[src/rtl/trig_pkg.sv]
package trig_pkg;
  // fraction resolution: one sample period split into FRAC_STEPS parts
  localparam int FRAC_STEPS = 50;
  localparam int FRAC_MAX   = FRAC_STEPS - 1;
  localparam int FRAC_W     = 6;

  // commands from control to datapath
  typedef struct packed {
    logic start;   // load divider and capture index
    logic step;    // one restoring-division step
    logic finish;  // last step, publish result
  } ctrlCmd_t;
endpackage

[src/rtl/trig_datapath.sv]
module trig_datapath
  import trig_pkg::*;
#(
  parameter int SAMPLE_W  = 8,
  parameter int LANES     = 2,
  parameter int TRIG_LANE = 0,
  parameter int IDX_W     = 16
) (
  input  logic                        clk,
  input  logic                        rst,
  input  logic                        sampleValid,
  input  logic [LANES*SAMPLE_W-1:0]   laneData,
  input  logic signed [SAMPLE_W-1:0]  level,
  input  ctrlCmd_t                    cmd,
  output logic                        crossing,
  output logic                        trigStrobe,
  output logic [IDX_W-1:0]            trigIndex,
  output logic [FRAC_W-1:0]           trigFrac
);
  localparam int REM_W = SAMPLE_W + FRAC_W;

  logic signed [SAMPLE_W-1:0] curSample;
  logic signed [SAMPLE_W-1:0] prevSample;
  logic                       prevValid;
  logic [IDX_W-1:0]           sampleCount;
  logic [IDX_W-1:0]           pendIdx;

  logic [SAMPLE_W:0]          numDiff;
  logic [SAMPLE_W:0]          denDiff;
  logic [REM_W-1:0]           numScaled;
  logic [REM_W-1:0]           denShifted;

  logic [REM_W-1:0]           remReg;
  logic [REM_W-1:0]           divReg;
  logic [FRAC_W-1:0]          quotReg;
  logic                       fits;
  logic [REM_W-1:0]           stepRem;
  logic [FRAC_W-1:0]          stepQuot;
  logic [FRAC_W-1:0]          fracClamped;

  assign curSample = $signed(laneData[TRIG_LANE*SAMPLE_W +: SAMPLE_W]);

  // rising crossing on the trigger lane only
  assign crossing = sampleValid && prevValid &&
                    (prevSample < level) && (curSample >= level);

  // both differences are positive whenever a crossing is accepted
  assign numDiff = {level[SAMPLE_W-1], level} - {prevSample[SAMPLE_W-1], prevSample};
  assign denDiff = {curSample[SAMPLE_W-1], curSample} - {prevSample[SAMPLE_W-1], prevSample};
  assign numScaled  = REM_W'(numDiff[SAMPLE_W-1:0]) * REM_W'(FRAC_STEPS);
  assign denShifted = REM_W'(denDiff[SAMPLE_W-1:0]) << (FRAC_W - 1);

  // one restoring-division step
  assign fits     = remReg >= divReg;
  assign stepRem  = fits ? (remReg - divReg) : remReg;
  assign stepQuot = {quotReg[FRAC_W-2:0], fits};
  assign fracClamped = (stepQuot > FRAC_W'(FRAC_MAX)) ? FRAC_W'(FRAC_MAX) : stepQuot;

  always_ff @(posedge clk) begin
    if (rst) begin
      prevValid   <= 1'b0;
      prevSample  <= '0;
      sampleCount <= '0;
    end else if (sampleValid) begin
      prevValid   <= 1'b1;
      prevSample  <= curSample;
      sampleCount <= sampleCount + 1'b1;
    end
  end

  always_ff @(posedge clk) begin
    if (rst) begin
      remReg  <= '0;
      divReg  <= '0;
      quotReg <= '0;
      pendIdx <= '0;
    end else if (cmd.start) begin
      remReg  <= numScaled;
      divReg  <= denShifted;
      quotReg <= '0;
      pendIdx <= sampleCount;
    end else if (cmd.step) begin
      remReg  <= stepRem;
      divReg  <= divReg >> 1;
      quotReg <= stepQuot;
    end
  end

  always_ff @(posedge clk) begin
    if (rst) begin
      trigStrobe <= 1'b0;
      trigIndex  <= '0;
      trigFrac   <= '0;
    end else begin
      trigStrobe <= cmd.finish;
      if (cmd.finish) begin
        trigIndex <= pendIdx;
        trigFrac  <= fracClamped;
      end
    end
  end
endmodule

[src/rtl/trig_control.sv]
module trig_control
  import trig_pkg::*;
#(
  parameter int HOLD_W = 8
) (
  input  logic              clk,
  input  logic              rst,
  input  logic              sampleValid,
  input  logic              crossing,
  input  logic [HOLD_W-1:0] holdoff,
  output ctrlCmd_t          cmd
);
  localparam int CNT_W = $clog2(FRAC_W);

  logic              busy;
  logic [CNT_W-1:0]  bitCnt;
  logic [HOLD_W-1:0] holdCnt;
  logic              armed;

  assign armed      = !busy && (holdCnt == '0);
  assign cmd.start  = crossing && armed;
  assign cmd.step   = busy;
  assign cmd.finish = busy && (bitCnt == '0);

  always_ff @(posedge clk) begin
    if (rst) begin
      busy    <= 1'b0;
      bitCnt  <= '0;
      holdCnt <= '0;
    end else if (cmd.start) begin
      busy    <= 1'b1;
      bitCnt  <= CNT_W'(FRAC_W - 1);
      holdCnt <= holdoff;
    end else begin
      if (busy) begin
        if (bitCnt == '0) busy <= 1'b0;
        else              bitCnt <= bitCnt - 1'b1;
      end
      if (sampleValid && holdCnt != '0) holdCnt <= holdCnt - 1'b1;
    end
  end
endmodule

[src/rtl/crossing_trigger.sv]
module crossing_trigger
  import trig_pkg::*;
#(
  parameter int SAMPLE_W  = 8,
  parameter int LANES     = 2,
  parameter int TRIG_LANE = 0,
  parameter int IDX_W     = 16,
  parameter int HOLD_W    = 8
) (
  input  logic                       clk,
  input  logic                       rst,
  input  logic                       sampleValid,
  input  logic [LANES*SAMPLE_W-1:0]  laneData,
  input  logic [SAMPLE_W-1:0]        level,
  input  logic [HOLD_W-1:0]          holdoff,
  output logic                       trigStrobe,
  output logic [IDX_W-1:0]           trigIndex,
  output logic [FRAC_W-1:0]          trigFrac
);
  ctrlCmd_t cmd;
  logic     crossing;

  trig_datapath #(
    .SAMPLE_W(SAMPLE_W), .LANES(LANES), .TRIG_LANE(TRIG_LANE), .IDX_W(IDX_W)
  ) i_datapath (
    .clk(clk), .rst(rst), .sampleValid(sampleValid), .laneData(laneData),
    .level($signed(level)), .cmd(cmd), .crossing(crossing),
    .trigStrobe(trigStrobe), .trigIndex(trigIndex), .trigFrac(trigFrac)
  );

  trig_control #(.HOLD_W(HOLD_W)) i_control (
    .clk(clk), .rst(rst), .sampleValid(sampleValid), .crossing(crossing),
    .holdoff(holdoff), .cmd(cmd)
  );
endmodule

[config.mk]
export PLATFORM = sky130hd
export DESIGN_NAME = crossing_trigger
export DESIGN_NICKNAME = d
export VERILOG_FILES = /design/src/rtl/trig_pkg.sv /design/src/rtl/trig_datapath.sv /design/src/rtl/trig_control.sv /design/src/rtl/crossing_trigger.sv
export SDC_FILE = /design/constraint.sdc
export NUM_CORES = 1
export LEC_CHECK = 0
export BUFFER_PORTS_ARGS = -buffer_cell sky130_fd_sc_hd__buf_2
export CAP_MARGIN = 30
export CORE_MARGIN = 2
export CORE_UTILIZATION = 61
export CTS_CLUSTER_SIZE = 16
export DETAILED_ROUTE_END_ITERATION = 10
export PLACE_DENSITY_LB_ADDON = 0.08
export SKIP_LAST_GASP = 1
export SLEW_MARGIN = 25
export SYNTH_ARGS = -nofsm -noshare
export SYNTH_HDL_FRONTEND = slang
export SYNTH_SLANG_ARGS = --single-unit
[constraint.sdc]
create_clock -name clk -period 12.7 [get_ports clk]
set_input_delay 2.54 -clock clk [delete_from_list [all_inputs] [get_ports clk]]
set_output_delay 2.54 -clock clk [all_outputs]
set_load 0.005 [all_outputs]
* Yosys cells after proc, flatten, opt, wreduce, memory -nomap -nowiden
Cells that the tools add are included.
** Word-level totals
- Output and inout port bits :: 23
- Logic and storage cells :: 62
- Register bits after elaboration :: 108
- Bits of input ports :: 35
** Operators by class
- Add/sub/neg operators :: 6
- $lt $le $gt $ge :: 4
- Bitwise operators :: 1
- Reductions and logical operators :: 19
- Equality and inequality tests :: 1
- Multipliers :: 1
- Mux-type cells :: 14
** Operators with widths (count)
- two-way mux 14 bit :: 3
- two-way mux 13 bit :: 2
- adder 16 x 1 -> 16 bit (second input constant) :: 1
- two-way mux 8 bit :: 2
- subtractor 8 bit :: 2
- >= comparator 14 x 13 -> 1 bit :: 1
- subtractor 14 x 13 -> 14 bit :: 1
- multiplier 8 x 5 -> 13 bit (second input constant) :: 1
- two-way mux 3 bit :: 3
- >= comparator 8 bit :: 1
- logical NOT 8 bit :: 1
- < comparator 8 bit :: 1
- AND reduction 2 bit :: 4
- nonzero test 8 bit :: 1
- subtractor 8 x 1 -> 8 bit (second input constant) :: 1
- logical AND 1 bit :: 7
- > comparator 6 bit (second input constant) :: 1
- two-way mux 6 bit :: 1
- nonzero test 2 bit :: 3
- logical NOT 3 bit :: 1
- two-way mux 1 bit :: 3
- subtractor 3 x 1 -> 3 bit (second input constant) :: 1
- != test 2 bit (second input constant) :: 1
- OR reduction 2 bit :: 1
- other kinds (2) :: 2

* Depth between registers and ports, before layout
Gate-level depths: netlist of run 1.
- Word-level depth :: 6
- Depth in mapped cells :: 20
- Mapped depth without buffers :: 20

* Hierarchy
From an unflattened synthesis of run 1, not the netlist that was laid out.
** Unflattened totals
- Cells, all modules :: 721
- Area, all modules :: 6487.5 um^2
** By module, submodules not included
- trig_datapath :: times used 1, area each 5793.1 um^2, cells each 642, seq. area each 1921.8 um^2
- trig_control :: times used 1, area each 694.4 um^2, cells each 79, seq. area each 240.2 um^2

* Worst setup path before layout of run 1
No wires, ideal clock.
- Path type :: input to register
- From :: input level[0]
- To :: register i_datapath.remReg[13]
- Setup time :: 79 ps
- Slack :: 6431 ps
- Cell stages on the path :: 20
- Required time :: 12621 ps
- Buffers on the path :: 0
- Data arrival time :: 6190 ps
- Path through :: inv_1 -> ha_1 -> inv_1 -> fa_1 -> a21o_1 -> a21oi_1 -> xnor2_1 -> ha_1 -> ha_1 -> inv_1 -> fa_1 -> inv_1 -> ha_1 -> o21ai_0 -> o21bai_1 -> a21oi_1 -> o21ai_0 -> xor2_1 -> nor2_1 -> a211oi_2
** Between the ends
- Longest elaborated chain between the ends :: 6
- Elaborated cells between the ends (all ways) :: 11
- Classes of those cells :: add/sub (1); mul (1); order compare (2); mux (1); reduce/logical (6)
** RTL lines
- from (decl) :: RTL line crossing_trigger.sv:14 : input logic [SAMPLE_W-1:0] level,
- branches (longest 6 deep; another with multiplier 8 x 5 -> 13 bit)
- to (signal assigned) :: RTL line trig_datapath.sv:78 : remReg <= numScaled;
- to (signal assigned) :: RTL line trig_datapath.sv:83 : remReg <= stepRem;
- to (decl) :: RTL line trig_datapath.sv:33 : logic [REM_W-1:0] remReg;
Several ways; the timed one is not identified.
A chain may end at the register's enable or synchronous reset.

* Worst setup path after layout of run 1
Same ends and word-level chain as after synthesis.

==> results of run 1 <==
## flip-flops by register name (all words and copies together), names as in the netlist
register and cells:
i_datapath.prevValid 1, i_datapath.sampleCount 16, i_datapath.prevSample 8, i_control.bitCnt 3, i_datapath.quotReg 5, i_datapath.divReg 13
i_datapath.trigStrobe 1, i_datapath.trigFrac 6, i_datapath.trigIndex 16, i_control.holdCnt 8, i_control.busy 1, i_datapath.pendIdx 16
i_datapath.remReg 14
## cells by family (layout without fill, tap and decap cells)
| kind of cell | after synthesis | count (layout) | synth area share |
|---|---|---|---|
| compound gates | 161 | 161 | 0.167 |
| xor+xnor | 48 | 48 | 0.0678 |
| fa+ha+maj | 74 | 74 | 0.156 |
| buf+inv | 82 | 125 | 0.0502 |
| flops | 108 | 108 | 0.348 |
| mux | 22 | 22 | 0.0357 |
| simple gates | 250 | 250 | 0.174 |
## per-stage QoR
stage / setup slack, ps / cell area [um2] / instances / utilization
4_1_cts: 6260 / 6780 / 921 / 0.690
2_1_floorplan: 6430 / 6200 / 745 / -
6_report: 6250 / 6780 / 921 / 0.690
3_3_place_gp: 5890 / 6560 / 904 / 0.668
3_5_place_dp: 5880 / 6570 / 905 / 0.669
5_1_grt: 5920 / 6780 / 921 / 0.690
## power breakdown
group | switching [mW] | internal (mW)
sequential | 0.0127 | 0.356
clock | 0.119 | 0.0986
combinational | 0.211 | 0.165
total | 0.343 | 0.619
## tightest hold or removal path, cell delays in order (launching register included)
cell and delay (ps):
dfxtp_1 320, nand2_1 50, a21oi_1 50
## path summary, 6_finish.rpt
check,end,start,slack [ps],depth (start not counted)
worst min-delay path,i_datapath.trigIndex[5],i_datapath.pendIdx[5],450,2
worst max-delay path,i_datapath.remReg[13],level[0],6250,21
worst max register to register,i_datapath.remReg[13],i_datapath.prevSample[0],8160,19
worst min register to register,i_datapath.trigIndex[5],i_datapath.pendIdx[5],450,2
## cell type report
cell class,count,area (um2),share of cell area
well taps,133,166,0.0246
inverters,53,199,0.0294
flip-flops and latches,108,2160,0.319
clock buffers,10,138,0.0203
repair buffers,56,298,0.0440
multi-input cells,555,3740,0.552
clock inverters,6,71.3,0.0105
## routing by layer
layer / routed length [um] / vias up / part of all wire / track usage
li1: - / 2647 / - / -
met1: 6250 / 2415 / 0.48 / 0.335
met2: 6280 / 85 / 0.48 / 0.432
met3: 419 / 17 / 0.032 / 0.0424
met4: 157 / 0 / 0.012 / 0.0619
met5: 0 / - / 0 / 0
## placed cells by master, fill, tap and decap left out, drive strengths merged, types with 3 or more instances in the layout
cell    count
dfxtp     108
nand2     102
nor2       82
a21oi      76
ha         68
buf        56
inv        55
xor2       24
xnor2      24
mux2i      21
o21ai      17
nor3       14
nand4      12
nand3      12
a21o       10
clkbuf     10
a211oi      9
a221oi      8
o21bai      7
nor2b       6
a22oi       6
fa          6
nand2b      4
a31oi       4
or3         4
nor4        3
and3        3
==> qor.txt, run 1 <==
Hold Crit Class = flip-flop to flip-flop
Post-Synthesis Cells = 745
Overall power = 962 uW
Core Area = 9820 um2
Max Root-Sink Buffers = 2
Critical Path AT = 6750 ps
Number of gates resized after cts = 0
Top-Level Pins = 58
Clock slew at reported path FFs = 100 ps
MaxCap Viol Count = 0
Postcts setup bufs = 0
Total track usage = 0.253
RSZ-0062 raised after global routing = false
Input/output buffers = 49
Drt total wl = 13.1 mm
Top_reg_cell synth = dfxtp_1
CTS tree = yes
Detail Placement HPWL = 9.94 mm
Final Skew = 7.86 ps
Slew margin rel. = 0.501
Die span in x = 105 um
1st-iter DRT viols = 248
Vias = 5164
Final Hold Vio Count = 0
Mapped Avg Cell Area = 8.33 um2
Maximum vdd drop = 0.000112 V
Slowest library cell on the worst path = fa_1
Layout cells sized above 1 = 0.103
Crit Path Max Fanout = 5
Antenna Nets Post-Route = 0
Number of inserted diodes = 0
Synth Warn # = 0
Worst Path Buf+Inv = 5
Crit-path cells = buf_2, inv_1, ha_1, inv_1, fa_1, a21o_1, a21oi_1, xnor2_1, ha_1, ha_1, inv_1, fa_1, inv_1, ha_1, o21ai_0, o21bai_1, a21oi_1, o21ai_0, xor2_1, nor2_1, a211oi_2
Worst EP required = 13010 ps
Fmax = 0.155 GHz
Netlist cell types = 57
Pwr per Cell Area = 142 nW/um2
Die area = 11000 um2
Grt total ovfl = 0
Initial antenna violation count = 0
# DRC = 0
Slew Limit Fails = 0
First-pass GRT wire length = 23.1 mm
Synth area leaders = dfxtp_1 (35%), ha_1 (14%), nand2_1 (6.2%)
Post-Syn Area = 6200 um2
Syn_nets = 854
GP Congestion = 0.876
CP delay by family, top = adder cells
Vias per Instance = 5.61
CTS buffer count = 9
Clk root buf = clkbuf_8
Outcome = completed
Startpoint types = input pin
# fillers = 853
Cell with the most instances after synthesis = dfxtp_1
Worst slew pin tran = 748 ps
CP max stage delay = 520 ps
Synth Register Bits = 108
Critical Path Sink Type = flip-flop
DR pass1 iterations = 4
Mean routed wirelength per cell = 14.2 um
CTS Hold Bufs = 0
TritonCTS Sinks = 108
Setup_tns = 0 ps
Final nets = 892
# H-tree levels = 3
Vias in the first global route = 5055
Area grow syn2layout = 9.20%
Worst skew pair latency = 380 ps
Commonest cells in the synthesized netlist = dfxtp_1 (108), nand2_1 (102), nor2_1 (81)
Final setup vio count = 0
Largest area contributor in the netlist = dfxtp_1
Hold_ws = 454 ps
Fin crit period = 6450 ps
Starting Density = 0.632
Async SR Flop Fraction = 0
Final period utilization = 0.508
Site Rows = 36
Die height = 105 um
Post-synth EDFFs = 0
Critical path class = input pin to flip-flop
Post-synthesis sequential area ratio = 0.348
Largest net degree at the start of global routing = 56
Pleak = 2.81 nW
Post-synth top area share = 0.348
Note: power is estimated with default switching activity, not from simulation.
==> inputs of run 2 (changes only) <==
Settings changed: ABC_AREA set to 1, CORE_UTILIZATION 61 to 55.
Clock period 12.7 ns to 5.2 ns, I/O delays scaled along.
==> run 2 against run 1 <==
  * Sequential power grew 150%
  * Final cell count grew 30%
  * Non-clock buffer count unchanged
  * Flip-flop and latch count stayed put
  * Cell area rose by 12%
  * Register-to-register slack worse by 7000 ps
  * Clock power increased to 3.5 times the previous value
  * Total power rose to 3.0 times the previous value
  * Hold slack better by 4.3 ps
  * Largest cell class unchanged
==> qor.txt, run 2 <==
Post-synth top area share = 0.311 (-0.0377)
# DRC = 0 (unchanged)
Slew margin rel. = 0.395 (-0.107)
Final Hold Vio Count = 0 (unchanged)
CTS tree = yes
Post-synth EDFFs = 0 (unchanged)
Die area = 13600 um2 (+23%)
Die span in x = 116 um (+11%)
Wl on met1 = 7.89 mm (+26%)
Vias in the first global route = 5612 (+11%)
Startpoint types = input pin
GP Congestion = 0.926 (+5.8%)
Multiplexer area fraction after synthesis = 0 (-0.0357)
Mean routed wirelength per cell = 13.1 um (-8.2%)
1st-iter DRT viols = 382 (+54%)
Starting Density = 0.558 (-0.0737)
Final nets = 1128 (+26%)
Fmax = 0.225 GHz
Postcts setup bufs = 0 (unchanged)
TritonCTS Sinks = 108 (unchanged)
CTS Hold Bufs = 0 (unchanged)
Final period utilization = 0.854
Top_reg_cell synth = dfxtp_1
Maximum vdd drop = 0.000207 V (+85%)
Post-synthesis simple-gate area fraction = 0.258 (+0.0836)
Initial antenna violation count = 0 (unchanged)
Number of inserted diodes = 0 (unchanged)
Synth Register Bits = 108 (unchanged)
Critical Path AT = 4690 ps (-2060 ps)
Async SR Flop Fraction = 0 (unchanged)
Pleak = 3.59 nW (+28%)
Setup_tns = 0 ps (unchanged)
Worst EP required = 5450 ps (-7560 ps)
Largest net degree at the start of global routing = 56 (unchanged)
Metal3 WL = 651 um (+55%)
Synth Warn # = 0 (unchanged)
Synth Area in Compound Gates = 0.139 (-0.0278)
Slew Limit Fails = 0 (unchanged)
Pwr per Cell Area = 377 nW/um2 (+170%)
Highest-count cells in the layout ignoring fill and taps = nand2_1 (205), inv_1 (146), dfxtp_1 (108)
First-pass GRT wire length = 26.2 mm (+14%)
Largest area contributor in the netlist = dfxtp_1
DR pass1 iterations = 5 (+1)
Outcome = completed
Final setup vio count = 0 (unchanged)
Fin crit period = 4440 ps
Cell Area, Placed = 7260 um2 (+11%)
Total track usage = 0.241 (-0.0124)
Drt total wl = 15.6 mm (+19%)
Vias = 6115 (+18%)
Worst skew pair latency = 350 ps (-30 ps)
Clk root buf = clkbuf_16
R2r setup slk = 1180 ps (-6980 ps)
Critical Path Sink Type = flip-flop
Grt total ovfl = 0 (unchanged)
Hold wc startpoint = i_datapath.pendIdx[8]
Worst slew pin tran = 907 ps (+159 ps)
Post-Synth XOR/XNOR Area = 0.0428 (-0.0250)
Number of gates resized after cts = 0 (unchanged)
Die height = 116 um (+11%)
Commonest cells in the synthesized netlist = nand2_1 (205), inv_1 (146), dfxtp_1 (108)
Layout cells sized above 1 = 0.0986 (-0.00416)
Post-Syn Area = 6960 um2 (+12%)
Input/output buffers = 49 (unchanged)
Detail Placement HPWL = 11.7 mm (+18%)
Top Metal Used = met4
Crit path capture = i_datapath.remReg[13]
Clock slew at reported path FFs = 80 ps (-20 ps)
Reg2Reg Launch Point = i_datapath.prevSample[3]
Crit Path Max Fanout = 6 (+1)
Met2 WL = 7.00 mm (+11%)
Final Skew = 9.68 ps (+1.82 ps)
Overall power = 2.86 mW (+200%)
MaxCap Viol Count = 0 (unchanged)
Core Area = 12500 um2 (+27%)
Vias per Instance = 5.11 (-8.8%)
FF-to-FF End = i_datapath.remReg[13]
Worst Reg2Reg Path Length in Cells = 24 (+5)
Largest regs = i_datapath.pendIdx (16), i_datapath.sampleCount (16), i_datapath.trigIndex (16)
Syn_nets = 1095 (+28%)
Synth Area in Adders = 0.140 (-0.0169)
CTS buffer count = 9 (unchanged)
Critical path class = input pin to flip-flop
Post-Synthesis Cells = 986 (+32%)
Top-Level Pins = 58 (unchanged)
Antenna Nets Post-Route = 0 (unchanged)
Post-synthesis sequential area ratio = 0.311 (-0.0377)
Most common cell after layout, fill and taps aside = nand2_1
Mapped Avg Cell Area = 7.06 um2 (-15%)
Crit path from = level[3]
Final instance area = 7600 um2 (+12%)
Largest family of logic cells by synthesized area = simple AND/OR/NAND/NOR gates
RSZ-0062 raised after global routing = false
# H-tree levels = 3 (unchanged)
Site Rows = 41 (+14%)
Cell with the most instances after synthesis = nand2_1
Area grow syn2layout = 9.19% (about the same)
Hold Crit Class = flip-flop to flip-flop
Max Root-Sink Buffers = 2 (unchanged)
Netlist cell types = 42 (-26%)
Synth area leaders = dfxtp_1 (31%), ha_1 (12%), nand2_1 (11%)
## run 2: worst min path at each step
| stage | end | cells past startpoint |
|---|---|---|
| 2_1_floorplan | i_datapath.trigIndex[10] | 2 |
| 3_3_place_gp | i_datapath.trigIndex[8] | 2 |
| 3_5_place_dp | i_datapath.trigIndex[8] | 2 |
| 4_1_cts | i_datapath.trigIndex[8] | 2 |
| 5_1_grt | i_datapath.trigIndex[6] | 2 |
| 6_report | i_datapath.trigIndex[8] | 2 |
## run 2: through the flow
stage | instances | utilization | hold WS, ps | setup WS, ps
after global placement | 1180 | 0.583 | 449 | 484
after CTS | 1196 | 0.609 | 463 | 769
after global routing | 1196 | 0.609 | 474 | 395
after floorplan | 986 | - | 438 | 849
final | 1196 | 0.609 | 458 | 759
after detailed placement | 1180 | 0.583 | 452 | 422
## run 2: cell type report
| type | count | area, um2 |
|---|---|---|
| fill | 1236 | 4870 |
| multi-input combinational | 696 | 4030 |
| sequential | 108 | 2160 |
| inverter | 148 | 557 |
| timing repair buffer | 56 | 298 |
| clock buffer | 10 | 239 |
| tap | 172 | 215 |
| clock inverter | 6 | 93.8 |
## run 2: metal layers
layer | global-route usage | vias up
met5 | 0 | -
met2 | 0.388 | 106
met3 | 0.0446 | 7
li1 | - | 3254
met1 | 0.343 | 2748
met4 | 0.0397 | 0
## run 2: kinds of logic after synthesis
| kind of cell | count (synthesis) |
|---|---|
| adder cells (fa/ha/maj) | 74 |
| buffers and inverters | 182 |
| AO/OA/AOI/OAI | 172 |
| XOR/XNOR | 34 |
| AND/OR/NAND/NOR | 416 |
| flip-flops | 108 |
## run 2: power by group
group	switching (mW)	total, mW	leakage [nW]	internal, mW
sequential	0.0352	0.912	0.875	0.877
combinational	0.724	1.19	2.55	0.466
clock	0.319	0.760	0.165	0.441
## run 2: critical path: stages
cell	delay, ps
buf_2	110
ha_1	440
nand2_1	100
o21ai_0	170
nor2_1	80
o21ai_0	160
a21o_1	150
xor2_1	310
inv_1	110
ha_1	290
inv_1	40
ha_1	280
ha_1	290
ha_1	350
nand2_1	80
inv_1	40
a21oi_1	190
nand2_1	70
nand2_1	60
nand2_1	50
nand4_1	100
nand3_1	80
nand2_1	60
inv_1	50
